### config.mk
export PLATFORM = sky130hd
export DESIGN_NAME = aclink_rx_frame
export DESIGN_NICKNAME = d
export VERILOG_FILES = /design/src/rtl/aclink_rx_pkg.sv /design/src/rtl/aclink_rx_align.sv /design/src/rtl/aclink_rx_deser.sv /design/src/rtl/aclink_rx_outreg.sv /design/src/rtl/aclink_rx_frame.sv
export SDC_FILE = /design/constraint.sdc
export NUM_CORES = 1
export LEC_CHECK = 0
export CAP_MARGIN = 20
export CORE_ASPECT_RATIO = 0.6
export CORE_UTILIZATION = 50
export CTS_CLUSTER_DIAMETER = 30
export DETAILED_ROUTE_END_ITERATION = 6
export GPL_ROUTABILITY_DRIVEN = 0
export PLACE_DENSITY = 0.82
export RECOVER_POWER = 25
export SLEW_MARGIN = 20
export SYNTH_ARGS = -nofsm -noshare
export SYNTH_HDL_FRONTEND = slang
export SYNTH_SLANG_ARGS = --single-unit
### constraint.sdc
create_clock -name bclk_i -period 5.75 [get_ports bclk_i]
set_input_delay 0.8625 -clock bclk_i [delete_from_list [all_inputs] [get_ports bclk_i]]
set_output_delay 0.8625 -clock bclk_i [all_outputs]
set_load 0.005 [all_outputs]
### src/rtl/aclink_rx_pkg.sv
package aclink_rx_pkg;

    // Slot counter width; it holds the tag slot (0) plus the data slots.
    localparam int SLOT_IDX_W = 8;

    typedef logic [SLOT_IDX_W-1:0] slot_idx_t;

    // One sampled bit position as seen by the deserializer.
    typedef struct packed {
        logic      act;    // receiver aligned, this bit belongs to a frame
        logic      last;   // final bit of the current slot
        logic      fend;   // final bit of the whole frame
        slot_idx_t slot;   // 0 = tag slot, 1..N = data slots
    } beat_t;

    // Position, inside the stored tag field [N:0], of data slot g+1's flag.
    function automatic int valid_bit(input int g, input int nslots);
        return nslots - 1 - g;
    endfunction

    // Length of a slot in bits.
    function automatic int slot_len(input int slot, input int tag_w, input int slot_w);
        return (slot == 0) ? tag_w : slot_w;
    endfunction

endpackage

### src/rtl/aclink_rx_align.sv
module aclink_rx_align
    import aclink_rx_pkg::*;
#(
    parameter int TAG_W     = 16,
    parameter int SLOT_W    = 20,
    parameter int NUM_SLOTS = 12
) (
    input  logic  clk,
    input  logic  rst,
    input  logic  sync_i,
    output beat_t beat_o,
    output logic  sync_err_o
);
    localparam int MAXW = (TAG_W > SLOT_W) ? TAG_W : SLOT_W;
    localparam int PW   = $clog2(MAXW);

    logic            prev_q;
    logic            locked_q;
    logic            serr_q;
    slot_idx_t       slot_q;
    logic [PW-1:0]   pos_q;

    logic            rise;
    logic            active;
    logic            slot_last;
    slot_idx_t       cur_slot;
    logic [PW-1:0]   cur_pos;

    assign rise     = sync_i & ~prev_q;
    assign active   = locked_q | rise;
    assign cur_slot = rise ? '0 : slot_q;
    assign cur_pos  = rise ? '0 : pos_q;

    always_comb begin
        if (cur_slot == '0)
            slot_last = (cur_pos == PW'(slot_len(0, TAG_W, SLOT_W) - 1));
        else
            slot_last = (cur_pos == PW'(slot_len(1, TAG_W, SLOT_W) - 1));
    end

    always_ff @(negedge clk) begin
        if (rst) begin
            prev_q   <= 1'b1;     // a SYNC already high at reset is not a rise
            locked_q <= 1'b0;
            serr_q   <= 1'b0;
            slot_q   <= '0;
            pos_q    <= '0;
        end else begin
            prev_q <= sync_i;
            serr_q <= rise & locked_q & ((slot_q != '0) | (pos_q != '0));
            if (rise)
                locked_q <= 1'b1;
            if (active) begin
                if (slot_last) begin
                    pos_q  <= '0;
                    slot_q <= (cur_slot == slot_idx_t'(NUM_SLOTS)) ? '0 : cur_slot + 1'b1;
                end else begin
                    pos_q  <= cur_pos + 1'b1;
                    slot_q <= cur_slot;
                end
            end
        end
    end

    always_comb begin
        beat_o.act  = active;
        beat_o.last = active & slot_last;
        beat_o.fend = active & slot_last & (cur_slot == slot_idx_t'(NUM_SLOTS));
        beat_o.slot = cur_slot;
    end

    assign sync_err_o = serr_q;

endmodule

### src/rtl/aclink_rx_deser.sv
module aclink_rx_deser
    import aclink_rx_pkg::*;
#(
    parameter int TAG_W     = 16,
    parameter int SLOT_W    = 20,
    parameter int NUM_SLOTS = 12
) (
    input  logic                        clk,
    input  logic                        rst,
    input  logic                        sdata_i,
    input  beat_t                       beat_i,
    output logic [NUM_SLOTS:0]          tag_o,
    output logic [NUM_SLOTS*SLOT_W-1:0] frame_data_o,
    output logic [NUM_SLOTS-1:0]        frame_err_o
);
    logic [SLOT_W-2:0]   shift_q;
    logic [SLOT_W-1:0]   word;
    logic [NUM_SLOTS:0]  tag_q;

    // Word completed by the bit sampled on this edge, MSB first.
    assign word = {shift_q, sdata_i};

    always_ff @(negedge clk) begin
        if (rst) begin
            shift_q <= '0;
            tag_q   <= '0;
        end else begin
            shift_q <= word[SLOT_W-2:0];
            if (beat_i.last && beat_i.slot == '0)
                tag_q <= word[TAG_W-1 -: NUM_SLOTS+1];
        end
    end

    assign tag_o = tag_q;

    for (genvar g = 0; g < NUM_SLOTS; g++) begin : g_slot
        localparam int VB = valid_bit(g, NUM_SLOTS);
        if (g == NUM_SLOTS - 1) begin : g_live
            // The final slot completes on the same edge the frame ends.
            assign frame_data_o[g*SLOT_W +: SLOT_W] = word;
            assign frame_err_o[g] = ~tag_q[VB] & (|word);
        end else begin : g_held
            logic [SLOT_W-1:0] buf_q;
            logic              err_q;
            logic              hit;
            assign hit = beat_i.last && (beat_i.slot == slot_idx_t'(g + 1));
            always_ff @(negedge clk) begin
                if (rst) begin
                    buf_q <= '0;
                    err_q <= 1'b0;
                end else if (hit) begin
                    buf_q <= word;
                    err_q <= ~tag_q[VB] & (|word);
                end
            end
            assign frame_data_o[g*SLOT_W +: SLOT_W] = buf_q;
            assign frame_err_o[g] = err_q;
        end
    end

endmodule

### src/rtl/aclink_rx_outreg.sv
module aclink_rx_outreg
    import aclink_rx_pkg::*;
#(
    parameter int SLOT_W    = 20,
    parameter int NUM_SLOTS = 12
) (
    input  logic                        clk,
    input  logic                        rst,
    input  beat_t                       beat_i,
    input  logic [NUM_SLOTS:0]          tag_i,
    input  logic [NUM_SLOTS*SLOT_W-1:0] frame_data_i,
    input  logic [NUM_SLOTS-1:0]        frame_err_i,
    output logic                        done_o,
    output logic                        fvalid_o,
    output logic [NUM_SLOTS-1:0]        svalid_o,
    output logic [NUM_SLOTS*SLOT_W-1:0] data_o,
    output logic [NUM_SLOTS-1:0]        err_o
);
    logic [NUM_SLOTS-1:0] svalid_next;

    for (genvar g = 0; g < NUM_SLOTS; g++) begin : g_tag
        assign svalid_next[g] = tag_i[valid_bit(g, NUM_SLOTS)];
    end

    always_ff @(negedge clk) begin
        if (rst) begin
            done_o   <= 1'b0;
            fvalid_o <= 1'b0;
            svalid_o <= '0;
            data_o   <= '0;
            err_o    <= '0;
        end else begin
            done_o <= beat_i.fend;
            if (beat_i.fend) begin
                fvalid_o <= tag_i[NUM_SLOTS];
                svalid_o <= svalid_next;
                data_o   <= frame_data_i;
                err_o    <= frame_err_i;
            end
        end
    end

endmodule

### src/rtl/aclink_rx_frame.sv
module aclink_rx_frame
    import aclink_rx_pkg::*;
#(
    parameter int TAG_W     = 16,
    parameter int SLOT_W    = 20,
    parameter int NUM_SLOTS = 12
) (
    input  logic                        bclk_i,
    input  logic                        rst_i,
    input  logic                        sync_i,
    input  logic                        sdata_i,
    output logic                        frame_done_o,
    output logic                        frame_valid_o,
    output logic [NUM_SLOTS-1:0]        slot_valid_o,
    output logic [NUM_SLOTS*SLOT_W-1:0] slot_data_o,
    output logic [NUM_SLOTS-1:0]        slot_fill_err_o,
    output logic                        sync_err_o
);
    beat_t                       beat;
    logic [NUM_SLOTS:0]          tag;
    logic [NUM_SLOTS*SLOT_W-1:0] frame_data;
    logic [NUM_SLOTS-1:0]        frame_err;

    aclink_rx_align #(
        .TAG_W(TAG_W), .SLOT_W(SLOT_W), .NUM_SLOTS(NUM_SLOTS)
    ) u_align (
        .clk        (bclk_i),
        .rst        (rst_i),
        .sync_i     (sync_i),
        .beat_o     (beat),
        .sync_err_o (sync_err_o)
    );

    aclink_rx_deser #(
        .TAG_W(TAG_W), .SLOT_W(SLOT_W), .NUM_SLOTS(NUM_SLOTS)
    ) u_deser (
        .clk          (bclk_i),
        .rst          (rst_i),
        .sdata_i      (sdata_i),
        .beat_i       (beat),
        .tag_o        (tag),
        .frame_data_o (frame_data),
        .frame_err_o  (frame_err)
    );

    aclink_rx_outreg #(
        .SLOT_W(SLOT_W), .NUM_SLOTS(NUM_SLOTS)
    ) u_out (
        .clk          (bclk_i),
        .rst          (rst_i),
        .beat_i       (beat),
        .tag_i        (tag),
        .frame_data_i (frame_data),
        .frame_err_i  (frame_err),
        .done_o       (frame_done_o),
        .fvalid_o     (frame_valid_o),
        .svalid_o     (slot_valid_o),
        .data_o       (slot_data_o),
        .err_o        (slot_fill_err_o)
    );

endmodule

==> metrics.csv, run 1 <==
stage,metric,value,unit
run_status,outcome,"finished, violations left",
run_status,violations,design-rule violations,
synth,ys_seq_elements,545,
layout,final_common_cell,inv_1,
clocking,cts_sinks,545,
power,totalPowerFinal,10.1,mW
synth,synth_edf_count,0,
sta,tightest_slew,1.26,ns
global_route,grt-ovfl-total,0,
drt,drc_errors,1,
sta,relSlewSlack,15.9,%
power,peakVddDrop,240,uV
clocking,max-clock-path-buffers,3,
setup_path,path_cells,"clkdlybuf4s50_1, nand2b_4, nand2_1, ha_1, buf_4, nor4b_4, nand2_4, buf_12, buf_12, nor3_1, a31o_1",
setup_path,endpoint_kind,flop,
drt,viasPerCell,5.72,
sta,slew_violations,0,
synth,synth_top_area_share,54.9,%
layout,fin_nets,2748,
drt,vias,19000,
sta,finalHoldViolations,0,
drt,drt-total-wl,64.1,mm
setup_path,crit_path_start_kind,input pin,
drt,first_pass_iters,7,
min_path,min_path_type,reg2reg,
synth,synthCells,1950,
drt,drt-initial-drc-count,1961,
synth,syn_area_per_cell,10.2,sq um
setup_path,slowest_delay,0.55,ns
sta,setup_viol,0,
clocking,cts_tree,built,
synth,synth_ff_type,dfxtp_1,
clocking,h-tree-depth,3,
global_route,track_usage,31.0,%
setup_path,cp_slowest_cell,clkdlybuf4s50_1,
floorplanning,rows,56,
clocking,clkTransAtPathRegs,0.03,ns
synth,ys_warn_count,0,
synth,ys_top_cells_by_area,"dfxtp_1 55%, mux2i_1 12%, a31o_2 7.7%, nor3_1 5.9%, nand2_1 5.0%",
synth,netlist_area,0.0199,sq mm
placement,dp.cells,2644,
floorplanning,top_level_ports,271,
synth,synth_nets,1959,
global_route,grt_max_degree,91,
layout,stdcell_count,3319,
layout,syn2layout_area_growth,42.3,%
sta,rsz0062_at_grt,yes,
clocking,cts_made_buffers,71,
synth,async_flop_share,0,%
layout,drive_gt1_share,15.1,%
layout,final_core_utilization,72.4,%
drt,wl_per_cell,19.3,um
floorplanning,die_y,156,um
synth,synth-seq-area-share,54.9,%
global_route,grt_pass1_vias,19300,
clocking,ctsHoldBuffers,0,
global_route,antenna_found_initial,1,
clocking,insertion_delay,0.67,ns
drt,postRouteAntennaNets,0,
setup_path,cp.arrival,3.38,ns
floorplanning,core,0.0391,sq mm
sta,finClkSkew,0.0446,ns
floorplanning,start_util,50.9,%
placement,io_buffers,270,
power,leakage,12.6,nW
layout,final_cell_mix,"571 x inv_1, 545 x dfxtp_1, 269 x clkdlybuf4s50_1",
setup_path,worst-setup-path-type,in2reg,
setup_path,cpMostUsedCell,buf_12,
power,cellPowerDensity,357,mW/mm^2
global_route,grt_first_pass_wirelength,98.8,mm
placement,place_hpwl,36.6,mm
run,cap_violations,0,
synth,synth_cell_types,49,
floorplanning,design.die.area,0.0406,sq mm
floorplanning,die_x,259,um
synth,synth_area_leader_cell,dfxtp_1,
clocking,cts_root_buf,clkbuf_16,
setup_path,path_max_fanout,46,
setup_path,critPathRequiredTime,3.44,ns
-- worst paths after layout --
check,startpoint,to,slack (ns),depth (start not counted)
worst max-delay path,sync_i,u_out.data_o[11],0.06,11
worst min-delay path,u_deser.g_slot[2].g_held.buf_q[0],u_deser.g_slot[2].g_held.buf_q[0],0.47,2
worst max register to register,u_align.locked_q,u_deser.g_slot[1].g_held.buf_q[11],3.03,6
worst min register to register,u_deser.g_slot[2].g_held.buf_q[0],u_deser.g_slot[2].g_held.buf_q[0],0.47,2
-- through the flow --
stage	hold WS (ns)	instance area, sq um	TNS [ns]	worst slack [ns]
after floorplan	0.434	20200	-13.14	-0.0561
after CTS	0.474	28300	0	0.103
after detailed placement	0.467	23800	-198.96	-0.483
after global placement	0.456	23800	-181.73	-0.437
final	0.472	28300	0	0.0612
after global routing	0.486	28300	-0.00748	-0.00748
-- cell usage after synthesis, types with 2 or more instances --
library cell  number
nor4b_1           18
nor3b_2            2
nand4_1            7
o311ai_0           8
nor3_1           235
nand3_1           10
inv_1             23
and3_1             3
ha_1               5
o31ai_1            9
clkbuf_1         136
o211ai_1          22
a31o_1            70
a41o_1             2
buf_1             14
a22oi_1            2
a31o_2           175
nor2_1            27
and2_1             3
buf_4             12
mux2i_1          238
nand2b_1           3
o21ai_0           29
or3_1              7
nor3b_1            2
a21oi_1            8
nor4_1             8
buf_2             40
nor3_2             2
mux2_2             2
nand2_1          266
dfxtp_1          545
-- routing by layer --
layer	vias to the layer above	GRT usage (%)	wire (um)
met2	1003	46.6	29600
met1	9149	38.0	26700
met4	0	17.5	2150
li1	8652	-	-
met5	-	0	0
met3	176	11.9	5670
-- flip-flops by register name, summed over array words and instances (netlist names) --
signal	count
u_align.pos_q	5
u_out.done_o	1
u_out.fvalid_o	1
u_deser.g_slot.g_held.buf_q	220
u_deser.g_slot.g_held.err_q	11
u_out.data_o	240
u_out.err_o	12
u_align.slot_q	8
u_deser.shift_q	19
u_out.svalid_o	12
u_deser.tag_o	13
u_align.locked_q	1
u_align.prev_q	1
u_align.sync_err_o	1
-- layout make-up --
| type | count | area [sq um] |
|---|---|---|
| antenna | 1 | 2.50 |
| inverter | 23 | 93.8 |
| fill | 2652 | 10800 |
| timing repair buffer | 374 | 3930 |
| clock inverter | 603 | 2680 |
| clock buffer | 72 | 1800 |
| tap | 522 | 653 |
| multi-input combinational | 1179 | 8220 |
| sequential | 545 | 10900 |
-- worst max-delay path: cells and delay by family --
| family | cells | cell delay, ns |
|---|---|---|
| buffers and inverters | 4 | 1.10 |
| and+or+nand+nor | 5 | 1.02 |
| adders and majority gates | 1 | 0.21 |
| AOI/OAI and AO/OA | 1 | 0.15 |
-- report_power, final --
| group | internal [mW] | total [mW] | switching (mW) | leakage [nW] |
|---|---|---|---|---|
| Combinational | 0.0279 | 0.120 | 0.0923 | 4.09 |
| Clock | 3.10 | 6.16 | 3.06 | 4.11 |
| Sequential | 3.81 | 3.81 | 0.00449 | 4.39 |
| Total | 6.94 | 10.1 | 3.15 | 12.6 |
-- logic make-up after synthesis --
logic type                 share of synthesized area (%)
adders and majority gates                          0.315
and+or+nand+nor                                     14.2
AOI/OAI and AO/OA                                   13.7
muxes                                               12.2
DFF                                                 54.9
buffers and inverters                               4.74
-- what timing repair did --
action                     CTS  global route
resized for setup            0             5
setup buffers                0             0
setup endpoints to repair    0            11
hold endpoints to repair     0             0
No activity file was read; power rests on OpenSTA's default activity.
==> inputs of run 2 (changes only) <==
Settings changed: CORE_MARGIN set to 5.
==> run 2 against run 1 <==
- the run now ends clean
- clock-buffer cell count is 5 higher
- final area grew 0.97%
- worst setup slack better by 0.051 ns
- critical path depth is the same
- largest cell class unchanged
==> metrics.csv, run 2 (same netlist as run 1, synthesis figures left out) <==
stage,metric,value,unit,change
layout,regArea,0.0109,sq mm,unchanged
layout,final_common_cell,inv_1,,
setup_path,path_buf_inv,3,,-1
sta,relSlewSlack,14.5,%,-1.4 points
setup_path,path_max_fanout,26,,-43%
min_path,min_path_type,reg2reg,,
clocking,cts_sinks,545,,unchanged
sta,setup_viol,0,,unchanged
layout,largest_reg_flops,240,,unchanged
layout,stdcell_count,3336,,+0.51%
clocking,h-tree-depth,3,,unchanged
global_route,track_usage,28.9,%,-2.0 points
drt,postRouteAntennaNets,0,,unchanged
floorplanning,rows,56,,unchanged
clocking,insertion_delay,0.67,ns,about the same
sta,tightest_slew,1.28,ns,+0.0211 ns
layout,n_antenna_cell,0,,-1
setup_path,reg2reg_depth,6,,unchanged
setup_path,crit_path_start_kind,input pin,,
placement,dp_slack,-0.596,ns,-0.113 ns
run,cap_violations,0,,unchanged
min_path,min_to,u_deser.g_slot[8].g_held.buf_q[0],,
clocking,cts_root_buf,clkbuf_16,,
setup_path,rr_startpoint,u_align.locked_q,,
placement,io_buffers,270,,unchanged
floorplanning,die_x,267,um,+3.1%
placement,place_hpwl,38.8,mm,+6.1%
clocking,cts_tree,built,,
clocking,cts_made_buffers,76,,+7.0%
global_route,antenna_found_initial,1,,unchanged
clocking,clkTransAtPathRegs,0.04,ns,about the same
layout,finalInstanceArea,0.0286,sq mm,+0.97%
min_path,hold_depth,2,,unchanged
power,cellPowerDensity,365,mW/mm^2,+2.3%
layout,multiInputGateArea,0.00821,sq mm,about the same
drt,drc_errors,0,,-1
drt,wl_per_cell,19.7,um,+2.2%
power,leakage,13.4,nW,+6.2%
drt,vias,19000,,-0.068%
sta,rsz0062_at_grt,no,,
sta,slew_violations,0,,unchanged
sta,finalHoldViolations,0,,unchanged
clocking,max-clock-path-buffers,3,,unchanged
setup_path,path_cells,"clkdlybuf4s50_1, nand2b_4, and2_4, ha_4, and3b_1, nand3_2, mux2_8, buf_12, buf_12, nor3_1, a31o_2",,
floorplanning,core,0.0392,sq mm,+0.18%
setup_path,reg2reg_to,u_deser.tag_o[9],,
floorplanning,design.die.area,0.0440,sq mm,+8.4%
setup_path,endpoint_kind,flop,,
global_route,grt_first_pass_wirelength,102,mm,+2.8%
layout,final_cell_mix,"569 x inv_1, 545 x dfxtp_1, 265 x nand2_1",,
setup_path,critPathRequiredTime,3.45,ns,about the same
global_route,grt_pass1_vias,20000,,+3.3%
run_status,outcome,finished clean,,
global_route,grt_max_degree,110,,+21%
layout,drive_gt1_share,15.7,%,+0.61 points
power,peakVddDrop,255,uV,+6.4%
sta,timing.hold.ws,0.471,ns,-0.000409 ns
floorplanning,die_y,164,um,+5.1%
layout,n_fill_cell,2556,,-3.6%
floorplanning,start_util,50.8,%,-0.091 points
drt,first_pass_iters,6,,-1
placement,placed_area,0.0239,sq mm,+0.18%
min_path,hp-start,u_deser.g_slot[8].g_held.buf_q[0],,
drt,viasPerCell,5.69,,-0.58%
setup_path,cp.arrival,3.34,ns,-0.04 ns
setup_path,path_delay_family,simple AND/OR/NAND/NOR gates,,
drt,drt-total-wl,65.9,mm,+2.7%
sta,setup_slack,0.112,ns,+0.0511 ns
setup_path,worst-setup-path-type,in2reg,,
setup_path,slowest_delay,0.48,ns,-0.07 ns
power,totalPowerFinal,10.4,mW,+3.3%
clocking,ctsHoldBuffers,0,,unchanged
layout,reg_top3,"u_out.data_o (240), u_deser.g_slot.g_held.buf_q (220), u_deser.shift_q (19)",,
layout,top_register,u_out.data_o,,
global_route,grt-ovfl-total,0,,unchanged
sta,finClkSkew,0.0494,ns,+0.00487 ns
drt,drt-initial-drc-count,1910,,-2.6%
floorplanning,top_level_ports,271,,unchanged
setup_path,ff2ff_setup_slack,2.90,ns,-0.13 ns
setup_path,cpMostUsedCell,buf_12,,
setup_path,cp_slowest_cell,clkdlybuf4s50_1,,
layout,syn2layout_area_growth,43.6,%,
layout,fin_nets,2762,,+0.51%
placement,dp.cells,2653,,+0.34%
run 2: worst max-delay path by stage:
stage	from	endpoint	slack (ns)	depth (start not counted)
6_report	sync_i	u_out.data_o[138]	0.11	11
5_1_grt	sync_i	u_out.svalid_o[1]	0.01	9
4_1_cts	sync_i	u_out.fvalid_o	0.04	10
3_5_place_dp	sync_i	u_out.svalid_o[7]	-0.60	10
3_3_place_gp	sync_i	u_out.svalid_o[7]	-0.52	10
2_1_floorplan	sync_i	u_deser.g_slot[2].g_held.buf_q[10]	-0.06	12
run 2: stage by stage:
step / util, % / TNS [ns]
floorplan: - / -13.14
global placement: 61.0 / -167.87
detailed placement: 61.0 / -182.40
CTS: 73.0 / 0
global route: 72.9 / 0
finish: 72.9 / 0
run 2: power breakdown:
part,internal (mW),leakage [nW],switching (mW),total (mW)
combinational,0.0287,4.77,0.0920,0.121
sequential,3.81,4.39,0.00483,3.82
clock,3.43,4.21,3.05,6.49
total,7.27,13.4,3.15,10.4
run 2: timing repair:
action	4_1_cts	5_1_grt
endpoints found under the setup margin	0	2
setup buffers	0	0
gates resized for setup	0	2
endpoints found under the hold margin	0	0
run 2: cell type report:
type / count / share of cell area [%]
flip-flops and latches: 545 / 38.2
multi-input cells: 1179 / 28.8
repair buffers: 383 / 13.9
clock inverters: 607 / 9.76
clock buffers: 77 / 6.75
well taps: 522 / 2.29
inverters: 23 / 0.329
run 2: routing by layer:
metal / vias up / track usage, % / routed length [um]
li1: 8654 / - / -
met1: 9129 / 34.3 / 26300
met2: 1008 / 45.3 / 31000
met3: 176 / 11.3 / 6040
met4: 0 / 16.3 / 2530
met5: - / 0 / 0
run 2: worst register-to-register path: stages (launching register included):
cell     delay [ns]
dfxtp_1        0.74
inv_1          0.50
o31ai_1        0.61
nor3b_2        0.34
buf_12         0.20
mux2i_1        0.25
nor2_1         0.06
==> inputs of run 3 (changes only) <==
Settings changed: CORE_UTILIZATION 50 to 30, PLACE_DENSITY 0.82 to 0.57.
==> run 3 against run 2 <==
- final cell count grew 13%
- flip-flop and latch count unchanged
- non-clock buffer count increased by 30
- final area increased by 4.1%
- clock-buffer cell count is 14 higher
- highest routed layer unchanged
- critical path type unchanged
- die area is 63% higher
- clock power rose by 8.6%
- first-iteration DRC count is 34% lower
==> metrics.csv, run 3 (same netlist as run 1, synthesis figures left out) <==
stage,metric,value,unit,change
power,leakage,13.7,nW,+2.8%
placement,placed_area,0.0246,sq mm,+3.1%
sta,slew_violations,0,,unchanged
sta,timing.hold.ws,0.469,ns,-0.00209 ns
clocking,postCtsSetupRepairBufs,0,,unchanged
clocking,cts_root_buf,clkbuf_16,,
layout,syn2layout_area_growth,49.5,%,
setup_path,path_max_fanout,20,,-23%
floorplanning,die_x,342,um,+28%
run,cap_violations,0,,unchanged
drt,postRouteAntennaNets,0,,unchanged
layout,largest_reg_flops,240,,unchanged
global_route,grt_pass1_vias,19200,,-3.8%
layout,finalInstanceArea,0.0297,sq mm,+4.1%
setup_path,reg2reg_to,u_deser.tag_o[6],,
sta,tns,0,ns,unchanged
clocking,ctsHoldBuffers,0,,unchanged
layout,top_register,u_out.data_o,,
min_path,hp-start,u_out.data_o[26],,
layout,reg_top3,"u_out.data_o (240), u_deser.g_slot.g_held.buf_q (220), u_deser.shift_q (19)",,
clocking,max-clock-path-buffers,3,,unchanged
drt,first_pass_iters,5,,-1
setup_path,worst-setup-path-type,in2reg,,
setup_path,cp-startpoint,sync_i,,
global_route,antenna_found_initial,3,,+2
sta,finClkSkew,0.0340,ns,-0.0155 ns
power,peakVddDrop,193,uV,-25%
global_route,track_usage,18.4,%,-11 points
setup_path,endpoint_kind,flop,,
clocking,cts_sinks,545,,unchanged
min_path,min_path_type,reg2reg,,
global_route,grt-ovfl-total,0,,unchanged
setup_path,rr_startpoint,u_align.locked_q,,
global_route,grt_first_pass_wirelength,104,mm,+2.0%
drt,drt-initial-drc-count,1265,,-34%
layout,final_common_cell,inv_1,,
clocking,cts_made_buffers,90,,+18%
floorplanning,die_y,209,um,+27%
drt,drc_errors,0,,unchanged
clocking,clkTransAtPathRegs,0.03,ns,about the same
sta,relSlewSlack,10.6,%,-3.9 points
layout,fin_nets,2806,,+1.6%
sta,finalHoldViolations,0,,unchanged
drt,viasPerCell,4.88,,-14%
global_route,grt_max_degree,120,,+9.1%
floorplanning,rows,73,,+30%
floorplanning,start_util,30.2,%,-21 points
placement,dp.cells,3061,,+15%
sta,setup_slack,0.0648,ns,-0.0475 ns
placement,dp_slack,-0.566,ns,+0.0299 ns
clocking,insertion_delay,0.67,ns,about the same
setup_path,reg2reg_depth,6,,unchanged
layout,stdcell_count,3770,,+13%
sta,setup_viol,0,,unchanged
layout,drive_gt1_share,17.0,%,+1.2 points
setup_path,cp.arrival,3.28,ns,-0.06 ns
sta,rsz0062_at_grt,no,,
min_path,hold_depth,1,,-1
power,totalPowerFinal,11.0,mW,+5.5%
setup_path,crit_path_start_kind,input pin,,
layout,final_cell_mix,"576 x inv_1, 545 x dfxtp_1, 263 x nand2_1",,
floorplanning,core,0.0659,sq mm,+68%
clocking,cts_tree,built,,
floorplanning,design.die.area,0.0717,sq mm,+63%
min_path,min_to,u_out.data_o[26],,
setup_path,ff2ff_setup_slack,2.79,ns,-0.11 ns
drt,vias,18400,,-3.0%
run_status,outcome,finished clean,,
clocking,h-tree-depth,3,,unchanged
placement,place_hpwl,42.7,mm,+10%
sta,tightest_slew,1.34,ns,+0.0584 ns
power,cellPowerDensity,370,mW/mm^2,+1.3%
placement,io_buffers,270,,unchanged
layout,n_fill_cell,6357,,+150%
drt,drt-total-wl,67.7,mm,+2.8%
floorplanning,top_level_ports,271,,unchanged
layout,final_core_utilization,45.1,%,-28 points
drt,wl_per_cell,18.0,um,-9.0%
setup_path,critPathRequiredTime,3.35,ns,-0.10 ns
[run 3: cell count changes in the layout (fill, tap and decap cells not counted), sizes merged, moves of 3 or more]
cell / change
dlygate4sd3: -8
buf: +24
clkdlybuf4s50: +8
clkbuf: +20
inv: +14
clkinv: -3
[run 3: how the worst max path moves through the flow]
stage,to,slack [ns],cells after the start
after floorplan,u_deser.g_slot[2].g_held.buf_q[10],-0.06,12
after global placement,u_out.svalid_o[7],-0.59,11
after detailed placement,u_out.svalid_o[7],-0.57,11
after CTS,u_out.svalid_o[7],0.1,11
after global routing,u_deser.g_slot[0].g_held.buf_q[2],0.01,12
final,u_deser.g_slot[0].g_held.buf_q[8],0.06,12
[run 3: metal layers]
layer | up-vias | share of wire [%] | global-route usage, %
met3 | 104 | 6.8 | 7.75
met1 | 8945 | 46 | 23.7
met2 | 573 | 45 | 26.9
met5 | - | 0 | 0
li1 | 8778 | - | -
met4 | 0 | 2.1 | 8.38
[run 3: what timing repair did]
action                                  in CTS  in global routing
resized for setup                            0                  1
endpoints found under the setup margin       0                  1
hold endpoints to repair                     0                  0
[run 3: worst max-delay path, stage by stage]
cell and delay (ns):
clkdlybuf4s50_1 0.47, nand2b_4 0.13, and2_4 0.16, ha_4 0.13
and3b_1 0.16, nand3_2 0.09, buf_4 0.17, mux2i_4 0.21
buf_4 0.16, nand4_1 0.30, buf_12 0.30, mux2i_1 0.12
[run 3: cell type report]
class	count	area (sq um)	share of cell area [%]
diodes	1	2.50	0.00842
clock buffers	91	2280	7.66
clock inverters	618	2900	9.76
inverters	23	93.8	0.316
multi-input cells	1179	8210	27.6
flip-flops and latches	545	10900	36.7
well taps	900	1130	3.79
repair buffers	413	4210	14.1
[run 3: report_power, final]
part / internal, mW / switching, mW / leakage (nW)
logic: 0.0322 / 0.0942 / 4.88
clock network: 3.96 / 3.09 / 4.47
registers: 3.81 / 0.00433 / 4.39
total: 7.80 / 3.19 / 13.7
